File: config.mk
export PLATFORM = sky130hd
export DESIGN_NAME = i2c_slave_status
export DESIGN_NICKNAME = d
export VERILOG_FILES = /design/src/rtl/i2cs_pkg.sv /design/src/rtl/i2cs_ctrl.sv /design/src/rtl/i2cs_dpath.sv /design/src/rtl/i2c_slave_status.sv
export SDC_FILE = /design/constraint.sdc
export NUM_CORES = 1
export LEC_CHECK = 0
export BUFFER_PORTS_ARGS = -buffer_cell sky130_fd_sc_hd__buf_2
export CELL_PAD_IN_SITES_DETAIL_PLACEMENT = 0
export CELL_PAD_IN_SITES_GLOBAL_PLACEMENT = 1
export CORE_MARGIN = 8
export CORE_UTILIZATION = 30
export DETAILED_ROUTE_END_ITERATION = 10
export PLACE_DENSITY = 0.73
export SLEW_MARGIN = 25
export SYNTH_ARGS = -nofsm -noshare
export SYNTH_HDL_FRONTEND = slang
export SYNTH_SLANG_ARGS = --single-unit
File: constraint.sdc
create_clock -name clk -period 1.4 [get_ports clk]
set_input_delay 0 -clock clk [delete_from_list [all_inputs] [get_ports clk]]
set_output_delay 0 -clock clk [all_outputs]
set_load 0.02 [all_outputs]
File: src/rtl/i2cs_pkg.sv
package i2cs_pkg;
  typedef struct packed {
    logic shiftBit;   // data clock: shift and record SDA
    logic ackSample;  // acknowledge clock in ack mode
    logic addrCheck;  // eighth bit of first byte after START, compare now
    logic cpuClear;   // CPU wrote the data shift register
    logic busClear;   // START or STOP seen
  } strobe_t;
endpackage

File: src/rtl/i2cs_ctrl.sv
module i2cs_ctrl #(
  parameter int ADDR_W = 8,
  parameter int CNT_W  = 3
) (
  input  logic                clk,
  input  logic                rst,
  input  logic                ifEnable,
  input  logic                freeData,
  input  logic                ackMode,
  input  logic [CNT_W-1:0]    bitCount,
  input  logic                startDet,
  input  logic                stopDet,
  input  logic                sclRise,
  input  logic                ackClk,
  input  logic                dsrWrite,
  output i2cs_pkg::strobe_t   stb
);
  localparam int IDX_W = $clog2(ADDR_W + 1);
  localparam logic [IDX_W-1:0] FULL = IDX_W'(ADDR_W);

  function automatic logic [IDX_W-1:0] frameBits(input logic [CNT_W-1:0] code);
    if (code == '0) return FULL;
    else            return FULL - IDX_W'(code);
  endfunction

  logic             inAddr;
  logic [IDX_W-1:0] bitIdx;
  logic [IDX_W-1:0] lastIdx;
  logic             dataEdge;
  logic             busEvt;

  assign lastIdx  = frameBits(bitCount) - IDX_W'(1);
  assign dataEdge = sclRise & ~ackClk;
  assign busEvt   = startDet | stopDet;

  always_ff @(posedge clk) begin
    if (rst) begin
      inAddr <= 1'b0;
      bitIdx <= '0;
    end else if (!ifEnable || stopDet) begin
      inAddr <= 1'b0;
      bitIdx <= '0;
    end else if (startDet) begin
      inAddr <= 1'b1;
      bitIdx <= '0;
    end else if (dataEdge && inAddr) begin
      if (bitIdx == lastIdx) begin
        inAddr <= 1'b0;
        bitIdx <= '0;
      end else begin
        bitIdx <= bitIdx + IDX_W'(1);
      end
    end
  end

  always_comb begin
    stb.shiftBit  = dataEdge;
    stb.ackSample = sclRise & ackClk & ackMode;
    stb.cpuClear  = dsrWrite;
    stb.busClear  = busEvt;
    stb.addrCheck = dataEdge & inAddr & ifEnable & ~freeData & ~busEvt &
                    (bitIdx == FULL - IDX_W'(1)) & (frameBits(bitCount) == FULL);
  end
endmodule

File: src/rtl/i2cs_dpath.sv
module i2cs_dpath #(
  parameter int ADDR_W = 8
) (
  input  logic               clk,
  input  logic               rst,
  input  logic               tenBitMode,
  input  logic [ADDR_W-1:0]  slaveAddr,
  input  logic               sdaBit,
  input  i2cs_pkg::strobe_t  stb,
  output logic               lastBit,
  output logic               genCall,
  output logic               addrMatch
);
  logic [ADDR_W-1:0] shiftReg;
  logic [ADDR_W-1:0] nextByte;
  logic              isZero;
  logic              hit7;
  logic              hit10;
  logic              matchNow;

  assign nextByte = {shiftReg[ADDR_W-2:0], sdaBit};
  assign isZero   = (nextByte == '0);
  assign hit7     = (nextByte[ADDR_W-1:1] == slaveAddr[ADDR_W-1:1]);
  assign hit10    = (nextByte == slaveAddr);
  assign matchNow = tenBitMode ? hit10 : (hit7 | isZero);

  always_ff @(posedge clk) begin
    if (rst) shiftReg <= '0;
    else if (stb.shiftBit) shiftReg <= nextByte;
  end

  // last bit: bus sample wins over CPU clear
  always_ff @(posedge clk) begin
    if (rst) lastBit <= 1'b0;
    else if (stb.shiftBit || stb.ackSample) lastBit <= sdaBit;
    else if (stb.cpuClear) lastBit <= 1'b0;
  end

  always_ff @(posedge clk) begin
    if (rst) genCall <= 1'b0;
    else if (stb.busClear) genCall <= 1'b0;
    else if (stb.addrCheck && isZero) genCall <= 1'b1;
  end

  always_ff @(posedge clk) begin
    if (rst) addrMatch <= 1'b0;
    else if (stb.addrCheck && matchNow) addrMatch <= 1'b1;
    else if (stb.cpuClear) addrMatch <= 1'b0;
  end
endmodule

File: src/rtl/i2c_slave_status.sv
module i2c_slave_status #(
  parameter int ADDR_W    = 8,
  parameter int CNT_W     = 3,
  parameter int NUM_PAIRS = 2
) (
  input  logic                 clk,
  input  logic                 rst,
  input  logic                 ifEnable,
  input  logic                 tenBitMode,
  input  logic                 freeData,
  input  logic                 ackMode,
  input  logic [CNT_W-1:0]     bitCount,
  input  logic [ADDR_W-1:0]    slaveAddr,
  input  logic [NUM_PAIRS-1:0] portSel,
  input  logic                 startDet,
  input  logic                 stopDet,
  input  logic                 sclRise,
  input  logic                 ackClk,
  input  logic                 sdaBit,
  input  logic                 dsrWrite,
  output logic                 lastBit,
  output logic                 genCall,
  output logic                 addrMatch,
  output logic [NUM_PAIRS-1:0] pairEn
);
  i2cs_pkg::strobe_t stb;

  i2cs_ctrl #(.ADDR_W(ADDR_W), .CNT_W(CNT_W)) ctrl (
    .clk(clk), .rst(rst), .ifEnable(ifEnable), .freeData(freeData),
    .ackMode(ackMode), .bitCount(bitCount), .startDet(startDet),
    .stopDet(stopDet), .sclRise(sclRise), .ackClk(ackClk),
    .dsrWrite(dsrWrite), .stb(stb)
  );

  i2cs_dpath #(.ADDR_W(ADDR_W)) dpath (
    .clk(clk), .rst(rst), .tenBitMode(tenBitMode), .slaveAddr(slaveAddr),
    .sdaBit(sdaBit), .stb(stb), .lastBit(lastBit), .genCall(genCall),
    .addrMatch(addrMatch)
  );

  // one enable per pin pair
  for (genvar g = 0; g < NUM_PAIRS; g++) begin : g_pair
    assign pairEn[g] = portSel[g];
  end
endmodule

======== Word level (Yosys, flattened, before mapping) ========
Index checks and enable logic that the tools add are counted.
cells by class
  $add $sub $neg .......................... 3
  mux-type cells .......................... 9
  bitwise logic cells ..................... 14
  eq/ne operators ......................... 5
  reductions and logical operators ........ 16
operators with widths
  kind                 number
  $and 1x1->1          9
  $eq 8x8->1           1
  $logic_not 8->1      1
  $mux 4               2
  $reduce_bool 2->1    4
  $eq 7x7->1           1
  $mux 1               7
  $add 4x1->4 const B  1
  $eq 4x3->1 const B   1
  $eq 4x4->1           1
  $eq 4x4->1 const B   1
  $reduce_or 2->1      2
  $sub 4x1->4 const B  1
  $sub 4x3->4 const A  1
  $logic_and 1x1->1    3
  $logic_not 3->1      1
  $not 1->1            3
  $reduce_or 3->1      1
  $logic_or 1x1->1     2
  $or 1x1->1           2
  $reduce_and 2->1     1
  $logic_not 1->1      1
storage, ports and cells
  input bits .............................. 25
  register bits ........................... 15
  word-level logic and storage cells ...... 53

======== Longest topological paths before layout ========
  depth after elaboration ................. 10
  depth in mapped cells ................... 7
  depth with buffers taken out ............ 7

======== Cells and area by module ========
From an unflattened synthesis, not the netlist that was laid out.
unflattened totals
  cell total of the unflattened synthesis .. 111
  area, all modules ....................... 988.4 um^2
by module, submodules not included
  module            times used  seq. area each (um^2)  cells an instance  area an instance (um^2)
  i2cs_ctrl         1           100.1                  59                 486.7
  i2cs_dpath        1           200.2                  50                 486.7
  i2c_slave_status  1           0.0                    2                  15.0

======== Worst setup path after synthesis ========
No wires, ideal clock.
  path kind ............................... input -> register
  from .................................... in bitCount[0]
  to ...................................... reg ctrl.inAddr
  path slack .............................. -0.101 ns
  data required time ...................... 1.267 ns
  cell stages on the path ................. 6
  path buffers ............................ 0
  arrival time ............................ 1.368 ns
  cell sequence ........................... inv_2 > ha_1 > ha_1 > or4_4 > a311oi_4 > a31oi_1
between the ends
  longest elaborated chain between the ends .. 6
RTL lines
  element                                         RTL line                          text
  start, declared                                 i2c_slave_status.sv:12            input logic [CNT_W-1:0] bitCount,
  $sub 4x3->4 or $logic_not 3->1 (tied branches)  i2cs_ctrl.sv:23, i2cs_ctrl.sv:22
  $mux 4 *                                        i2cs_ctrl.sv:22                   if (code == '0) return FULL;
  $sub 4x1->4 *                                   i2cs_ctrl.sv:32                   assign lastIdx = frameBits(bitCount) - IDX_W'(1);
  $eq 4x4->1 *                                    i2cs_ctrl.sv:47                   if (bitIdx == lastIdx) begin
  $reduce_bool 2->1 (no source line) *            n/a
  $reduce_and 2->1 (no source line) *             n/a
  end signal, assigned                            i2cs_ctrl.sv:38                   inAddr <= 1'b0;
  end signal, assigned                            i2cs_ctrl.sv:41                   inAddr <= 1'b0;
  end signal, assigned                            i2cs_ctrl.sv:48                   inAddr <= 1'b0;
  end, declared                                   i2cs_ctrl.sv:26                   logic inAddr;
Mark *: on every way between the ends. The rest lies on a longest branch, timed or not.
A chain may end at the register's enable or synchronous reset.

======== Final worst setup path ========
  from .................................... reg ctrl.bitIdx[1]
  to ...................................... reg ctrl.bitIdx[3]
between the ends
  longest elaborated chain between the ends .. 2
RTL lines
  element                                    RTL line                          text
  start, declared                            i2cs_ctrl.sv:27                   logic [IDX_W-1:0] bitIdx;
  start signal, assigned                     i2cs_ctrl.sv:51                   bitIdx <= bitIdx + IDX_W'(1);
  $add 4x1->4 or $eq 4x4->1 (tied branches)  i2cs_ctrl.sv:51, i2cs_ctrl.sv:47
  $mux 4 *                                   i2cs_ctrl.sv:47
Marks and branches as above.

==> run_results.csv <==
group,metric,value,unit
sta,hold_ws,0.000167,ns
cells_and_area,nets,170,
min_path,whs_path_depth,0,
sta,drv_slew,0,
synth,ys_ff_latch,15,
cts,insertion_delay,0.28,ns
routing,drt_wl_total,2300,um
pwr,power.share.switching,26.2,%
die,die_h,72.2,um
min_path,holdCritStartpoint,"portSel[0]",
cts,root_buffer,"clkbuf_4",
synth,synth_flop_cell,"dfxtp_1",
worst_setup_path,endpoint_kind,"register",
worst_setup_path,slowest_stage,"or4_4",
cts,cts.sinks,15,
routing,wl_per_cell,12.5,um
cts,cts_tree,"built",
die,die_x,72.2,um
grt,grt_max_degree,12,
synth,synth_area_per_cell,9.37,um2
worst_setup_path,r2r-start,"ctrl.bitIdx[1]",
routing,remaining_drc_errors,0,
die,row_count,20,
cts,numCtsBuffers,3,
worst_setup_path,path_delay_family,"simple AND/OR/NAND/NOR gates",
sta,finalCritPeriodShare,109,%
pwr,p_clk_share,28.6,%
sta,slew_headroom,70.0,%
placed_design,gp_routability_congestion,0.736,
run_status,violations,"negative setup slack",
grt,grt_pass1_wl,3940,um
routing,dr_total_vias,858,
pwr,switching_power,0.226,mW
grt,overflow,0,
cells_and_area,drive_above_1_share,37.9,%
die,ios,30,
worst_setup_path,r2r_slack,-0.12,ns
placed_design,dp_slack,-0.189,ns
cts,htree_num_levels,1,
sta,fin_tns_setup,-0.682,ns
sta,fin_crit,1.52,ns
sta,hold_viol,0,
worst_setup_path,critPathLaunchType,"register",
routing,wl_met2,1130,um
pwr,p_int,0.636,mW
pwr,p_leak,0.609,nW
pwr,sequentialPowerShare,50.0,%
synth,synth.distinct_cells,35,
synth,async_flop_share,0,%
min_path,holdPathEnd,"pairEn[0]",
cells_and_area,diodes,0,
worst_setup_path,crit_buf_inv,0,
sta,max_freq,656,MHz
synth,ys_seq_area_share,31.7,%
die,initial_utilization,31.2,%
placed_design,io_buffer_count,25,
synth,synth_edf_count,0,
sta,final-setup-viol-count,7,
flow_run,maxCapViolations,0,
synth,yosysWarnings,0,
routing,ant_nets,0,
routing,top_layer_used,"met3",
sta,rsz0062_at_grt,"true",
cts,path_clk_slew,0.09,ns
synth,synth_area,946,um2
sta,worstMarginPinSlew,0.450,ns
grt,grt_antenna_before_repair,0,
worst_setup_path,required,1.56,ns
routing,met3_length,153,um
pwr,p_comb_share,21.4,%
grt,grt_usage,9.33,%
pwr,power_density,659,nW/um2
worst_setup_path,arrival,1.68,ns
worst_setup_path,cp_max_fo,5,
synth,syn_nets,130,
run_status,status,"complete, but fails checks",
worst_setup_path,setup.worst_path.class,"reg -> reg",
grt,grt_pass1_vias,931,
worst_setup_path,max_stage_delay,0.43,ns
sta,fin_skew,0.00389,ns
cells_and_area,synthToLayoutAreaGrowth,38.4,%
routing,vias_per_cell,4.66,
worst_setup_path,r2r-end,"ctrl.bitIdx[3]",
routing,drt_first_pass_iters,3,
min_path,hold_path_class,"in -> out",
pwr,ir_drop,191,uV
placed_design,dp_hpwl,1910,um
cts,clk_path_buf_depth,2,
routing,wl_met1,1020,um
synth,synthCells,101,
worst_setup_path,worstPathCellList,"xor2_1 -> or4_4 -> a311oi_4 -> a211oi_1",
routing,drtIter0Drc,25,
die,dieArea,5210,um2
sta,fin_ws,-0.125,ns
die,core,3030,um2
worst_setup_path,r2r.worst_path.cells,4,
-- how the worst max path moves through the flow --
stage / slack, ns / cells after the start / startpoint / end
after floorplan: -0.02 / 4 / ctrl.bitIdx[1] / ctrl.inAddr
after global placement: -0.20 / 5 / ctrl.bitIdx[1] / dpath.addrMatch
after detailed placement: -0.19 / 5 / ctrl.bitIdx[1] / dpath.addrMatch
after CTS: -0.14 / 5 / ctrl.bitIdx[1] / dpath.addrMatch
after global routing: -0.19 / 4 / ctrl.bitIdx[1] / ctrl.bitIdx[1]
final: -0.12 / 4 / ctrl.bitIdx[1] / ctrl.bitIdx[3]
-- sequential cells by signal, indices dropped and copies added (netlist names) --
signal	cells
dpath.shiftReg	7
ctrl.bitIdx	4
ctrl.inAddr	1
dpath.addrMatch	1
dpath.genCall	1
dpath.lastBit	1
-- cells by family after synthesis --
| family | Yosys count | synth area share (%) |
|---|---|---|
| simple gates | 35 | 20.8 |
| compound gates | 16 | 14.9 |
| flops | 15 | 31.7 |
| xor+xnor | 14 | 14.4 |
| buf+inv | 9 | 4.36 |
| mux | 8 | 8.47 |
| fa+ha+maj | 4 | 5.29 |
-- layout by cell type (no fill, tap or decap), types with 3 or more instances in the layout --
master	Yosys	routed
a211oi_1	4	4
dfxtp_1	15	13
buf_4	2	12
xor2_1	11	11
nand2b_1	5	5
nand2_1	4	4
ha_4	0	3
buf_2	0	25
mux2i_1	8	8
nor2_1	11	11
nor4_1	4	4
inv_1	4	3
clkbuf_4	0	3
-- cell usage after synthesis (all sizes together), types with 2 or more instances --
| library cell | instances | share of area, % |
|---|---|---|
| mux2i | 8 | 8.5 |
| nor4 | 4 | 2.6 |
| xor2 | 11 | 10 |
| inv | 5 | 2.0 |
| ha | 4 | 5.3 |
| dfxtp | 15 | 32 |
| xnor2 | 2 | 1.9 |
| a31oi | 3 | 2.6 |
| or4 | 2 | 2.0 |
| buf | 2 | 1.6 |
| nor3 | 2 | 1.1 |
| nand4b | 2 | 1.9 |
| nand2b | 5 | 3.3 |
| nand2 | 4 | 1.6 |
| clkbuf | 2 | 0.79 |
| a211oi | 4 | 3.2 |
| nor2 | 11 | 4.4 |
-- metal layers --
metal / vias up / global-route usage, %
met5: - / 0
met4: 0 / 3.40
met3: 0 / 3.44
met2: 17 / 15.8
met1: 399 / 10.3
li1: 442 / -
-- through the flow --
| step | total power [mW] | instances | util, % | cell area [um2] |
|---|---|---|---|---|
| 3_5_place_dp | 0.621 | 177 | 40.2 | 1220 |
| 2_1_floorplan | 0.548 | 101 | - | 976 |
| 3_3_place_gp | 0.617 | 177 | 40.2 | 1220 |
| 4_1_cts | 0.874 | 184 | 42.5 | 1290 |
| 5_1_grt | 0.927 | 184 | 43.2 | 1310 |
| 6_report | 0.862 | 184 | 43.2 | 1310 |
-- power groups by stage --
stage | Combinational (mW) | Sequential, mW | Clock, mW
6_report | 0.185 | 0.431 | 0.247
5_1_grt | 0.204 | 0.432 | 0.291
4_1_cts | 0.181 | 0.431 | 0.262
3_5_place_dp | 0.176 | 0.445 | 0
3_3_place_gp | 0.172 | 0.445 | 0
2_1_floorplan | 0.102 | 0.445 | 0
-- what timing repair did --
action | in CTS | in global routing
cloned | 0 | 0
pin swaps | 4 | 1
setup buffers | 1 | 0
gates resized for setup | 4 | 3
endpoints found under the hold margin | 2 | 0
hold buffers | 2 | 0
setup endpoints to repair | 7 | 7
-- area by class of cell --
cell class,count,area (um2)
Multi-Input combinational cell,77,666
Clock buffer,4,26.3
Tap cell,44,55.1
Timing Repair Buffer,39,235
Fill cell,298,1720
Sequential cell,15,308
Inverter,5,18.8
Power figures use the tool's default switching activity.
